`src/rtl/recfg_scan_pkg.sv`:
```
package recfg_scan_pkg;
  typedef enum logic [1:0] {
    ARR_WIDE  = 2'b00,
    ARR_GROUP = 2'b01,
    ARR_ONE   = 2'b10,
    ARR_SPARE = 2'b11
  } arr_mode_e;
endpackage

```
`src/rtl/scan_seg.sv`:
```
module scan_seg #(
  parameter int LEN = 4
) (
  input  logic           clk,
  input  logic           rst_n,
  input  logic           scan_en,
  input  logic           skip,
  input  logic           si,
  input  logic [LEN-1:0] d,
  output logic [LEN-1:0] q,
  output logic           so
);
  logic [LEN-1:0] shifted;

  generate
    if (LEN == 1) begin : g_one
      assign shifted = si;
    end else begin : g_many
      assign shifted = {q[LEN-2:0], si};
    end
  endgenerate

  always_ff @(posedge clk or negedge rst_n) begin
    if (!rst_n)       q <= '0;
    else if (!scan_en) q <= d;
    else if (!skip)   q <= shifted;
  end

  assign so = q[LEN-1];

  // functional capture regardless of skip
  a_r1_capture: assert property (@(posedge clk) disable iff (!rst_n)
    !scan_en |=> q == $past(d));
  // skipped segment keeps its bits during shift
  a_r7_hold: assert property (@(posedge clk) disable iff (!rst_n)
    (scan_en && skip) |=> $stable(q));
  // chain input lands in position 0
  a_r2_entry: assert property (@(posedge clk) disable iff (!rst_n)
    (scan_en && !skip) |=> q[0] == $past(si));
endmodule

```
`src/rtl/scan_route.sv`:
```
module scan_route
  import recfg_scan_pkg::*;
#(
  parameter int NSEG = 32,
  parameter int GRP  = 4
) (
  input  logic [1:0]      mode,
  input  logic [NSEG-1:0] skip,
  input  logic [NSEG-1:0] lane_in,
  input  logic [NSEG-1:0] seg_out,
  input  logic [NSEG-1:0] lane_dly,
  output logic [NSEG-1:0] seg_in,
  output logic [NSEG-1:0] lane_out
);
  arr_mode_e arr;
  assign arr = arr_mode_e'(mode);

  function automatic logic chain_head(arr_mode_e m, int s);
    case (m)
      ARR_GROUP: return (s % GRP) == 0;
      ARR_ONE:   return s == 0;
      default:   return 1'b1;
    endcase
  endfunction

  function automatic logic chain_tail(arr_mode_e m, int s);
    case (m)
      ARR_GROUP: return (s % GRP) == GRP - 1;
      ARR_ONE:   return s == NSEG - 1;
      default:   return 1'b1;
    endcase
  endfunction

  function automatic int head_lane(arr_mode_e m, int s);
    case (m)
      ARR_GROUP: return s / GRP;
      ARR_ONE:   return 0;
      default:   return s;
    endcase
  endfunction

  always_comb begin
    logic carry;
    logic live;
    int   lane;
    carry    = 1'b0;
    live     = 1'b0;
    lane     = 0;
    seg_in   = '0;
    lane_out = '0;
    for (int s = 0; s < NSEG; s++) begin
      if (chain_head(arr, s)) begin
        lane  = head_lane(arr, s);
        carry = lane_in[lane];
        live  = 1'b0;
      end
      seg_in[s] = carry;
      if (!skip[s]) begin
        carry = seg_out[s];
        live  = 1'b1;
      end
      if (chain_tail(arr, s))
        lane_out[lane] = live ? carry : lane_dly[lane];
    end
  end
endmodule

```
`src/rtl/recfg_scan_chain.sv`:
```
module recfg_scan_chain #(
  parameter int NSEG    = 32,
  parameter int SEG_LEN = 4,
  parameter int GRP     = 4
) (
  input  logic                    clk,
  input  logic                    rst_n,
  input  logic                    scan_en,
  input  logic [1:0]              scan_mode,
  input  logic [NSEG-1:0]         seg_bypass,
  input  logic [NSEG-1:0]         scan_in,
  output logic [NSEG-1:0]         scan_out,
  input  logic [NSEG*SEG_LEN-1:0] func_d,
  output logic [NSEG*SEG_LEN-1:0] func_q
);
  localparam int NGRP = NSEG / GRP;

  logic [NSEG-1:0] seg_in;
  logic [NSEG-1:0] seg_out;
  logic [NSEG-1:0] lane_dly;
  logic            past_ok;

  genvar s;
  generate
    for (s = 0; s < NSEG; s++) begin : g_seg
      scan_seg #(.LEN(SEG_LEN)) u_seg (
        .clk     (clk),
        .rst_n   (rst_n),
        .scan_en (scan_en),
        .skip    (seg_bypass[s]),
        .si      (seg_in[s]),
        .d       (func_d[s*SEG_LEN +: SEG_LEN]),
        .q       (func_q[s*SEG_LEN +: SEG_LEN]),
        .so      (seg_out[s])
      );
    end
  endgenerate

  // one-stage lane path used when a chain has no active segment
  always_ff @(posedge clk or negedge rst_n) begin
    if (!rst_n)       lane_dly <= '0;
    else if (scan_en) lane_dly <= scan_in;
  end

  always_ff @(posedge clk or negedge rst_n) begin
    if (!rst_n) past_ok <= 1'b0;
    else        past_ok <= 1'b1;
  end

  scan_route #(.NSEG(NSEG), .GRP(GRP)) u_route (
    .mode     (scan_mode),
    .skip     (seg_bypass),
    .lane_in  (scan_in),
    .seg_out  (seg_out),
    .lane_dly (lane_dly),
    .seg_in   (seg_in),
    .lane_out (scan_out)
  );

  // configuration frozen while shifting
  a_r9_cfg_frozen: assert property (@(posedge clk) disable iff (!rst_n)
    (past_ok && scan_en && $past(scan_en)) |-> ($stable(scan_mode) && $stable(seg_bypass)));
  // idle lanes quiet in group arrangement
  a_r4_idle_lanes: assert property (@(posedge clk) disable iff (!rst_n)
    (scan_mode == 2'b01) |-> (scan_out[NSEG-1:NGRP] == '0));
  // only lane 0 carries data in the single arrangement
  a_r5_idle_lanes: assert property (@(posedge clk) disable iff (!rst_n)
    (scan_mode == 2'b10) |-> (scan_out[NSEG-1:1] == '0));
  // fully skipped per-segment chain is a one-clock delay
  a_r8_empty_chain: assert property (@(posedge clk) disable iff (!rst_n)
    (past_ok && $past(scan_en) && scan_mode == 2'b00 && $past(scan_mode) == 2'b00
     && seg_bypass[0] && $past(seg_bypass[0])) |-> scan_out[0] == $past(scan_in[0]));
endmodule

```
`config.mk`:
```
export PLATFORM = sky130hd
export DESIGN_NAME = recfg_scan_chain
export DESIGN_NICKNAME = d
export VERILOG_FILES = /design/src/rtl/recfg_scan_pkg.sv /design/src/rtl/scan_seg.sv /design/src/rtl/scan_route.sv /design/src/rtl/recfg_scan_chain.sv
export SDC_FILE = /design/constraint.sdc
export NUM_CORES = 1
export LEC_CHECK = 0
export CAP_MARGIN = 25
export CORE_MARGIN = 4
export CORE_UTILIZATION = 38
export CTS_CLUSTER_SIZE = 28
export DETAILED_ROUTE_END_ITERATION = 16
export DONT_BUFFER_PORTS = 1
export SLEW_MARGIN = 20
export SYNTH_ARGS = -nofsm -noshare
export SYNTH_HDL_FRONTEND = slang
export SYNTH_SLANG_ARGS = --single-unit
```
`constraint.sdc`:
```
create_clock -name clk -period 3.5 [get_ports clk]
set_clock_uncertainty 0.05 [all_clocks]
set_input_delay 0.175 -clock clk [delete_from_list [all_inputs] [get_ports clk]]
set_output_delay 0.175 -clock clk [all_outputs]
set_load 0.005 [all_outputs]
```
==> reports/qor.txt, run 1 <==
DRC viols: 0
CP Max Fanout: 4
Max Clk Rate: 276 MHz
CTS tree: yes
Slowest library cell on the worst path: a221o_1
Critical Path RT: 3.27 ns
Post-route setup slack: -0.120 ns
Count of final setup violators: 9
Area Overhead vs Synth: 43.4%
Max Buffers Root-to-Sink: 2
Worst-path clk slew: 0.07 ns
Pwr dens: 394 nW/µm²
Vias in the first global route: 12600
Placer Congestion: 0.993
Clk_lat worst skew: 0.45 ns
Slew headroom: 56.8%
Crit path buffers/inverters: 3
Lkg Pwr: 0.00682 µW
Async SR Flop Fraction: 100%
Die Wd: 181 µm
Cell family with most CP delay: compound AO/OA/AOI/OAI gates
Syn. warnings: 0
Final net count: 1853
Main synth FF type: dfrtp_1
Antenna violations before repair: 0
FF+latch count, synth: 160
Post-route clock period utilization: 103%
Final Util: 55.2%
CORE AREA: 29600 µm²
Hold Fails Final Rpt: 160
TritonCTS Sinks: 160
Status: finished with violations
Routed vias/inst: 5.97
Initial Utilization: 38.5%
Port Buf Inserts: 0
Critical path launch point type: register
DR WL/cell: 24.6 µm
Die Height: 181 µm
First-pass GRT wire length: 76.3 mm
Worst Path Arrival: 3.40 ns
CTS buffer count: 17
DRT Pass-1 Iters: 5
Detail Placement HPWL: 34.1 mm
Final ANT Viol Nets: 0
Kind of critical path: reg2out
CP dominant cell by count: buf_4
Worst path max stage delay: 0.42 ns
CP Capture Type: output port
Rows: 63
Post-synth cell types: 78
RSZ-0062 raised after global routing: yes
Gr ovfl total: 0
Final hold slack: -0.625 ns
Clock Tree Root: clkbuf_16
Cell total after placement: 1741
First DRT Iteration DRCs: 944
Worst Tran Pin Value: 0.648 ns
Final non-filler cell total: 2055
Synthesized cell area: 11400 µm²
Syn Inst Count: 1336
Detailed Route WL: 50.6 mm
Syn nets: 1537
Syn avg cell area: 8.54 µm²
Failing checks: negative hold slack, negative setup slack
Maximum VDD drop: 0.000393 V
Max-cap violations: 0
ANT cells: 0
Seq/Total Area, Yosys: 35.1%
Tmin final: 3.62 ns
IO Pins: 357
H-tree depth: 4
Die ar.: 32900 µm²
Largest net degree at the start of global routing: 161
Vias: 12300
Sequence of cells on the critical path: nor2b_4 -> a211oi_2 -> a221o_1 -> a2111oi_4 -> buf_4 -> a21oi_4 -> a21o_1 -> a41oi_2 -> a41oi_2 -> buf_4 -> a22oi_2 -> buf_4
Worst Hold Class: in2async
Gr usage total: 29.7%
Max Slew Vio Count: 0
Share of layout cells above drive strength 1: 20.5%
Post-synth EDFFs: 0
[layout by cell type, fill, tap and decap left out, drive strengths merged, types with 9 or more instances in the layout]
| cell | Yosys | final |
|---|---|---|
| dlygate4sd3 | 0 | 266 |
| nor2 | 193 | 193 |
| a21oi | 181 | 181 |
| buf | 77 | 168 |
| dfrtp | 160 | 160 |
| mux2i | 135 | 135 |
| nand2 | 87 | 87 |
| o21ai | 68 | 68 |
| mux2 | 47 | 47 |
| inv | 26 | 28 |
| a211oi | 24 | 24 |
| a31oi | 22 | 22 |
| clkbuf | 60 | 21 |
| nor2b | 20 | 20 |
| nand3 | 18 | 18 |
| and2 | 14 | 14 |
| nor3 | 13 | 13 |
| a21o | 13 | 13 |
| o22ai | 12 | 12 |
| nand2b | 11 | 11 |
| mux4 | 11 | 11 |
| nand4 | 10 | 10 |
| or3 | 9 | 9 |
| a2111oi | 9 | 9 |
[cell type report]
cell class                      instances  area, µm²
Sequential cell                       160       4010
Clock buffer                           21        450
Inverter                               28        105
Tap cell                              390        488
Clock inverter                         11        203
Timing Repair Buffer                  434       4020
Fill cell                            2645      13300
Multi-Input combinational cell       1011       7090
[final timing paths]
| path | from | to | slack [ns] | cells after the start |
|---|---|---|---|---|
| worst max-delay path | g_seg[17].u_seg.q[3]$_DFFE_PN0P_ | scan_out[4] | -0.12 | 12 |
| worst min-delay path | rst_n | g_seg[18].u_seg.q[2]$_DFFE_PN0P_ | -0.63 | 0 |
| worst max register to register | g_seg[12].u_seg.q[3]$_DFFE_PN0P_ | g_seg[22].u_seg.q[0]$_DFFE_PN0P_ | 0.14 | 13 |
| worst min register to register | lane_dly[27]$_DFFE_PN0P_ | lane_dly[27]$_DFFE_PN0P_ | 0.49 | 1 |
| max in group asynchronous | rst_n | g_seg[29].u_seg.q[0]$_DFFE_PN0P_ | 3.80 | 0 |
| min in group clk | seg_bypass[30] | g_seg[31].u_seg.q[0]$_DFFE_PN0P_ | 0.03 | 3 |
[power breakdown]
part           internal (µW)  total (µW)  switching, µW
registers               2040        2290            243
logic                   1080        2020            947
clock network           1300        2140            847
total                   4420        6450           2040
[Yosys cell counts, types with 12 or more instances]
| library cell | count | share of area [%] |
|---|---|---|
| and2_1 | 14 | 0.77 |
| mux2i_1 | 135 | 12 |
| nor2_1 | 193 | 6.4 |
| a211oi_1 | 23 | 1.5 |
| nor3_1 | 13 | 0.57 |
| a21o_1 | 13 | 0.86 |
| buf_4 | 34 | 2.2 |
| inv_1 | 26 | 0.86 |
| nor2b_1 | 20 | 1.1 |
| a21oi_1 | 180 | 7.9 |
| o22ai_1 | 12 | 0.66 |
| clkbuf_1 | 60 | 2.0 |
| buf_1 | 27 | 0.89 |
| dfrtp_1 | 160 | 35 |
| nand2_1 | 87 | 2.9 |
| a31oi_1 | 21 | 1.2 |
| o21ai_0 | 63 | 2.8 |
| nand3_1 | 18 | 0.79 |
| mux2_2 | 44 | 4.3 |
| buf_2 | 14 | 0.61 |
[per-stage QoR]
step / hold slack [ns] / worst slack [ns] / setup TNS [ns] / total power, µW / cell area [µm²]
after floorplan: -0.171 / 0.515 / 0 / 3250 / 11400
after global placement: -0.165 / -0.0794 / -0.248 / 3740 / 12400
after detailed placement: -0.165 / -0.110 / -0.393 / 3750 / 12400
after CTS: -0.650 / -0.0975 / -0.260 / 6350 / 16100
after global routing: -0.653 / -0.221 / -2.08 / 6720 / 16400
final: -0.625 / -0.120 / -0.389 / 6450 / 16400
[layer usage]
metal  GRT usage [%]  wire length [µm]  up-vias
met2            49.0             24200      663
met5               0                 0        -
met1            38.1             20200     6040
met3            7.47              4600      114
met4            9.94              1670        0
li1                -                 -     5454
[what timing repair did]
action | CTS | global route
buffers inserted | 14 | 6
endpoints found under the hold margin | 320 | 163
gates resized for setup | 59 | 48
endpoints found under the setup margin | 22 | 33
pin swaps | 31 | 20
hold buffers | 266 | 4
cloned | 0 | 0
[registers in the layout, summed over array words and instances, names as in the netlist]
name	count
g_seg.u_seg.q	128
lane_dly	32
[logic make-up (layout without fill, tap and decap cells)]
group | count (synthesis) | count (layout) | share of synthesized area [%]
AOI/OAI and AO/OA | 415 | 415 | 23.2
adders and majority gates | 4 | 4 | 0.439
buffers and inverters | 165 | 494 | 6.83
DFF | 160 | 160 | 35.1
muxes | 193 | 193 | 18.7
and+or+nand+nor | 399 | 399 | 15.7
No activity file was read; power rests on OpenSTA's default activity.
==> inputs of run 2 (changes only) <==
==> constraint.sdc (replaced) <==
create_clock -name clk -period 3.5 [get_ports clk]
set_clock_uncertainty 0.05 [all_clocks]
set_input_delay 0.175 -clock clk [delete_from_list [all_inputs] [get_ports clk]]
set_output_delay 0.175 -clock clk [all_outputs]
set_load 0.1 [all_outputs]
==> reports/qor.txt, run 2 (synthesis gave the netlist of run 1 again) <==
Status: finished with violations (unchanged)
Failing checks: negative hold slack, negative setup slack (unchanged)
Critical path launch point type: register (unchanged)
Tmin final: 3.68 ns (was 3.62 ns)
Worst Tran Pin Value: 1.03 ns (was 0.648 ns)
Vias: 12200 (was 12300)
Rows: 63 (unchanged)
Post-route clock period utilization: 105% (was 103%)
First-pass GRT wire length: 77.0 mm (was 76.3 mm)
Max Buffers Root-to-Sink: 2 (unchanged)
Clk_lat worst skew: 0.45 ns (about the same)
TritonCTS Sinks: 160 (unchanged)
Die Height: 181 µm (unchanged)
H-tree depth: 4 (unchanged)
First DRT Iteration DRCs: 927 (was 944)
Max Slew Vio Count: 0 (unchanged)
Gr ovfl total: 0 (unchanged)
Hold Fails Final Rpt: 161 (was 160)
FILL cells: 2646 (was 2645)
Detail Placement HPWL: 35.1 mm (was 34.1 mm)
Max reg flops: 128 (unchanged)
Final non-filler cell total: 2069 (was 2055)
Antenna violations before repair: 1 (was 0)
Final ANT Viol Nets: 0 (unchanged)
Commonest non-fill, non-tap cells in the layout: 232 x dlygate4sd3_1, 185 x nor2_1, 180 x buf_4, 168 x a21oi_1, 160 x dfrtp_1 (was 266 x dlygate4sd3_1, 188 x nor2_1, 174 x a21oi_1, 158 x dfrtp_1, 156 x buf_4)
Area Overhead vs Synth: 47.9% (was 43.4%)
DRC viols: 0 (unchanged)
Final net count: 1866 (was 1853)
Initial Utilization: 38.5% (unchanged)
Largest registers: g_seg.u_seg.q x128, lane_dly x32 (unchanged)
Vias in the first global route: 12700 (was 12600)
Reg-to-Reg End: g_seg[27].u_seg.q[0]$_DFFE_PN0P_ (was g_seg[22].u_seg.q[0]$_DFFE_PN0P_)
FF-to-FF setup slack: 0.05 ns (was 0.14 ns)
Placed cell area: 13400 µm² (was 12400 µm²)
Post-route setup slack: -0.180 ns (was -0.120 ns)
IO Pins: 357 (unchanged)
Worst Path Arrival: 3.46 ns (was 3.40 ns)
CP Capture Type: output port (unchanged)
FF-to-FF Start: g_seg[0].u_seg.q[3]$_DFFE_PN0P_ (was g_seg[12].u_seg.q[3]$_DFFE_PN0P_)
Detailed Route WL: 50.9 mm (was 50.6 mm)
Worst Hold Class: in2async (unchanged)
Largest net degree at the start of global routing: 174 (was 161)
CORE AREA: 29600 µm² (unchanged)
DR WL/cell: 24.6 µm (about the same)
Die ar.: 32900 µm² (unchanged)
Count of final setup violators: 15 (was 9)
Cell total after placement: 1788 (was 1741)
Clock Tree Root: clkbuf_16 (unchanged)
Placer Congestion: 0.982 (was 0.993)
RSZ-0062 raised after global routing: yes (unchanged)
Lkg Pwr: 0.00702 µW (was 0.00682 µW)
Share of layout cells above drive strength 1: 24.6% (was 20.5%)
Die Wd: 181 µm (unchanged)
Routed vias/inst: 5.90 (was 5.97)
Port Buf Inserts: 0 (unchanged)
DRT Pass-1 Iters: 7 (was 5)
Maximum VDD drop: 0.000431 V (was 0.000393 V)
Worst-path clk slew: 0.07 ns (about the same)
Critical Path RT: 3.27 ns (about the same)
Slew headroom: 31.4% (was 56.8%)
Largest Register: g_seg.u_seg.q (unchanged)
Final hold slack: -0.623 ns (was -0.625 ns)
CTS tree: yes (unchanged)
Max Clk Rate: 272 MHz (was 276 MHz)
CTS buffer count: 17 (unchanged)
Gr usage total: 30.1% (was 29.7%)
Final instance area: 16900 µm² (was 16400 µm²)
Pwr dens: 480 nW/µm² (was 394 nW/µm²)
Most common cell after layout, fill and taps aside: dlygate4sd3_1 (unchanged)
Max-cap violations: 0 (unchanged)
Kind of critical path: reg2out (unchanged)
Reg2Reg Depth: 11 (was 13)
Critical Path Source: g_seg[0].u_seg.q[3]$_DFFE_PN0P_ (was g_seg[17].u_seg.q[3]$_DFFE_PN0P_)
CP Max Fanout: 4 (unchanged)
[run 2: changes by cell type in the layout (fill, tap and decap cells not counted), moves of 8 or more]
| cell | before | now |
|---|---|---|
| buf_12 | 4 | 27 |
| dlygate4sd3_1 | 266 | 232 |
| o21ai_0 | 57 | 49 |
| o21ai_2 | 2 | 10 |
| buf_4 | 156 | 180 |
[run 2: power by group]
group	switching (µW)	internal, µW
Sequential	1110	2020
Combinational	1730	1260
Clock	838	1140
Total	3680	4420
[run 2: area by class of cell]
type	instances	area (µm²)	share of cell area [%]
tap	390	488	2.89
clock buffer	19	443	2.63
inverter	28	118	0.697
antenna	1	2.50	0.0148
clock inverter	13	161	0.957
sequential	160	4000	23.7
multi-input combinational	1011	7330	43.5
timing repair buffer	447	4320	25.6
[run 2: timing repair]
item / in CTS / in global routing
setup endpoints to repair: 25 / 28
hold buffers: 234 / 3
resized for setup: 48 / 53
setup buffers: 10 / 7
pin swaps: 29 / 25
hold endpoints to repair: 320 / 163
[run 2: metal layers]
metal | track usage [%] | vias up | routed length, µm
li1 | - | 5467 | -
met1 | 37.2 | 6099 | 20100
met2 | 50.7 | 558 | 24900
met3 | 9.28 | 90 | 4440
met4 | 9.13 | 0 | 1370
met5 | 0 | - | 0
[run 2: per-stage QoR]
step | setup WS, ns | hold slack [ns] | utilization, % | TNS [ns] | total power (µW)
2_1_floorplan | -0.364 | -0.171 | - | -0.700 | 4880
3_3_place_gp | -0.133 | -0.166 | 45.1 | -0.849 | 5590
3_5_place_dp | -0.185 | -0.163 | 45.1 | -1.94 | 5600
4_1_cts | -0.116 | -0.656 | 56.0 | -0.743 | 8010
5_1_grt | -0.265 | -0.652 | 56.9 | -3.57 | 8380
6_report | -0.180 | -0.623 | 56.9 | -1.72 | 8090
[run 2: worst max-delay path, cell delays in order (launching register included)]
cell and delay (ns):
dfrtp_1 0.37, mux2_4 0.30, a2111oi_4 0.44, nor3b_4 0.28, o21ai_2 0.13, a21bo_4 0.28
a21oi_4 0.22, a21o_1 0.18, a41oi_2 0.10, a41oi_2 0.19, buf_6 0.16, a22oi_2 0.12
buf_12 0.22
[run 2: how the worst max path moves through the flow]
stage                         to  slack [ns]  cells after the start
finish               scan_out[4]       -0.18                     12
global route         scan_out[6]       -0.26                     12
CTS                  scan_out[4]       -0.12                     12
global placement    scan_out[13]       -0.13                     16
floorplan           scan_out[11]       -0.36                     11
detailed placement   scan_out[2]       -0.18                     17
==> inputs of run 3 (changes only) <==
==> constraint.sdc (replaced) <==
create_clock -name clk -period 3.83 [get_ports clk]
set_clock_uncertainty 0.05 [all_clocks]
set_input_delay 0.1915 -clock clk [delete_from_list [all_inputs] [get_ports clk]]
set_output_delay 0.1915 -clock clk [all_outputs]
set_load 0.1 [all_outputs]
==> reports/qor.txt, run 3 (synthesis gave the netlist of run 1 again) <==
Final ANT Viol Nets: 0 (unchanged)
Max-cap violations: 0 (unchanged)
Sequence of cells on the critical path: mux2_4 -> a2111oi_4 -> nor3b_4 -> o21ai_4 -> and4_1 -> nor3_1 -> o21a_1 -> nor3_1 -> o31ai_1 -> buf_4 -> a22oi_2 -> buf_12 (was mux2_4 -> a2111oi_4 -> nor3b_4 -> o21ai_2 -> a21bo_4 -> a21oi_4 -> a21o_1 -> a41oi_2 -> a41oi_2 -> buf_6 -> a22oi_2 -> buf_12)
DR WL met2: 23.8 mm (was 24.9 mm)
Detailed Route WL: 48.6 mm (was 50.9 mm)
Routed vias/inst: 5.88 (was 5.90)
Final instance area: 16300 µm² (was 16900 µm²)
Reg-to-Reg End: g_seg[19].u_seg.q[0]$_DFFE_PN0P_ (was g_seg[27].u_seg.q[0]$_DFFE_PN0P_)
Die ar.: 32900 µm² (unchanged)
Max Buffers Root-to-Sink: 2 (unchanged)
Met3 WL: 4.25 mm (was 4.44 mm)
Max Clk Rate: 262 MHz
Worst-path clk slew: 0.07 ns (about the same)
IO Pins: 357 (unchanged)
Total Power Consumption: 7190 µW (was 8090 µW)
Placer Congestion: 0.975 (was 0.982)
CP Max Fanout: 4 (unchanged)
Gr usage total: 28.7% (was 30.1%)
Slowest library cell on the worst path: a2111oi_4 (unchanged)
Post-route clock period utilization: 99.7%
Pwr dens: 441 nW/µm² (was 480 nW/µm²)
Reg2Reg Depth: 12 (was 11)
DRT Pass-1 Iters: 5 (was 7)
FF-to-FF Start: g_seg[0].u_seg.q[3]$_DFFE_PN0P_ (unchanged)
Clock share of power: 24.2% (was 24.5%)
Maximum VDD drop: 0.000341 V (was 0.000431 V)
Max Slew Vio Count: 0 (unchanged)
Hold Fails Final Rpt: 160 (was 161)
Area Overhead vs Synth: 43.0% (was 47.9%)
Vias in the first global route: 12200 (was 12700)
FF-to-FF setup slack: 0.12 ns (was 0.05 ns)
CP dominant cell by count: nor3_1 (was a41oi_2)
Gr ovfl total: 0 (unchanged)
Rows: 63 (unchanged)
Final non-filler cell total: 2026 (was 2069)
Commonest non-fill, non-tap cells in the layout: 247 x dlygate4sd3_1, 187 x nor2_1, 172 x a21oi_1, 160 x dfrtp_1, 134 x mux2i_1 (was 232 x dlygate4sd3_1, 185 x nor2_1, 180 x buf_4, 168 x a21oi_1, 160 x dfrtp_1)
Port Buf Inserts: 0 (unchanged)
Int Pwr: 3900 µW (was 4420 µW)
Die Wd: 181 µm (unchanged)
Die Height: 181 µm (unchanged)
CP Capture Type: output port (unchanged)
CORE AREA: 29600 µm² (unchanged)
Critical path launch point type: register (unchanged)
Vias: 11900 (was 12200)
Slew headroom: 31.6% (was 31.4%)
Net Switching: 3290 µW (was 3680 µW)
M1 WL: 19.4 mm (was 20.1 mm)
Count of final setup violators: 0 (was 15)
Tmin final: 3.82 ns
Largest net degree at the start of global routing: 192 (was 174)
Largest registers: g_seg.u_seg.q x128, lane_dly x32 (unchanged)
DR WL/cell: 24.0 µm (was 24.6 µm)
Clk_lat worst skew: 0.45 ns (about the same)
Cell total after placement: 1741 (was 1788)
Antenna violations before repair: 0 (was 1)
Largest Register: g_seg.u_seg.q (unchanged)
Max reg flops: 128 (unchanged)
Combinational power share: 36.1% (was 36.9%)
Worst Tran Pin Value: 1.03 ns (about the same)
Final hold slack: -0.606 ns (was -0.623 ns)
Hold Buf Count CTS: 248 (was 234)
Top routing layer in use: met4 (unchanged)
Final net count: 1824 (was 1866)
Detail Placement HPWL: 33.7 mm (was 35.1 mm)
Lkg Pwr: 0.00673 µW (was 0.00702 µW)
Kind of critical path: reg2out (unchanged)
Sw Share: 45.8% (was 45.4%)
First DRT Iteration DRCs: 858 (was 927)
H-tree depth: 4 (unchanged)
ANT cells: 0 (was 1)
Worst Hold Class: in2async (unchanged)
Initial Utilization: 38.5% (unchanged)
Most common cell after layout, fill and taps aside: dlygate4sd3_1 (unchanged)
Failing checks: negative hold slack (was negative hold slack, negative setup slack)
Clock Tree Root: clkbuf_16 (unchanged)
TritonCTS Sinks: 160 (unchanged)
CTS tree: yes (unchanged)
CTS buffer count: 17 (unchanged)
DRC viols: 0 (unchanged)
Placed cell area: 13000 µm² (was 13400 µm²)
First-pass GRT wire length: 73.7 mm (was 77.0 mm)
Worst Path Arrival: 3.58 ns (was 3.46 ns)
Flop pwr share: 39.7% (was 38.6%)
Status: finished with violations (unchanged)
RSZ-0062 raised after global routing: yes (unchanged)
Critical Path RT: 3.59 ns (was 3.27 ns)
Worst path max stage delay: 0.50 ns (was 0.44 ns)
Share of layout cells above drive strength 1: 19.7% (was 24.6%)
==> run 3: cell types whose count changed in the layout (fill, tap and decap cells not counted), moves of 4 or more <==
cell / delta
a21oi_4: -6
a21oi_1: +4
clkinvlp_4: +5
buf_4: -59
dlygate4sd3_1: +15
buf_12: +6
o21ai_0: +6
==> run 3: area by class of cell <==
| class | instances | area (µm²) |
|---|---|---|
| timing repair buffer | 405 | 4100 |
| fill | 2617 | 13300 |
| inverter | 28 | 105 |
| tap | 390 | 488 |
| clock inverter | 12 | 136 |
| sequential | 160 | 4000 |
| clock buffer | 20 | 447 |
| multi-input combinational | 1011 | 7030 |
==> run 3: what timing repair did <==
item | in CTS | in global routing
hold endpoints to repair | 320 | 160
pin swaps | 4 | 25
gates resized for setup | 10 | 42
setup buffers | 0 | 5
endpoints found under the setup margin | 20 | 23
==> run 3: power by group through the flow <==
stage,logic (µW),clock network [µW],registers [µW]
floorplan,1610,0,2820
global placement,2150,0,2880
detailed placement,2160,0,2880
CTS,2510,1790,2850
global route,2730,1850,2880
finish,2600,1740,2850
==> run 3: worst max path at each step <==
stage	from	end	slack, ns	depth (start not counted)
5_1_grt	g_seg[0].u_seg.q[3]$_DFFE_PN0P_	scan_out[4]	-0.07	12
4_1_cts	g_seg[17].u_seg.q[3]$_DFFE_PN0P_	scan_out[7]	0.01	12
2_1_floorplan	scan_mode[0]	scan_out[11]	-0.74	11
3_3_place_gp	scan_mode[0]	scan_out[27]	0.15	13
6_report	g_seg[0].u_seg.q[3]$_DFFE_PN0P_	scan_out[4]	0.01	12
3_5_place_dp	scan_mode[0]	scan_out[7]	0.09	14
==> run 3: per-layer routing <==
metal | vias to the layer above | global-route usage, %
met4 | 0 | 8.65
met5 | - | 0
met2 | 614 | 48.2
met3 | 69 | 8.29
li1 | 5410 | -
met1 | 5826 | 35.9
==> run 3: worst max-delay path: cells and delay by family, from the launching register on <==
| kind | cells | cell delay (ns) |
|---|---|---|
| AOI/OAI and AO/OA | 5 | 1.13 |
| and+or+nand+nor | 4 | 0.96 |
| DFF | 1 | 0.38 |
| buffers and inverters | 2 | 0.34 |
| muxes | 1 | 0.31 |
==> run 3: through the flow <==
stage / setup slack, ns / setup TNS [ns] / hold WS, ns / util (%)
5_1_grt: -0.0683 / -0.317 / -0.634 / 55.0
3_3_place_gp: 0.146 / 0 / -0.149 / 43.8
2_1_floorplan: -0.738 / -0.810 / -0.154 / -
4_1_cts: 0.0111 / 0 / -0.641 / 54.3
6_report: 0.0109 / 0 / -0.606 / 55.0
3_5_place_dp: 0.0860 / 0 / -0.147 / 43.8
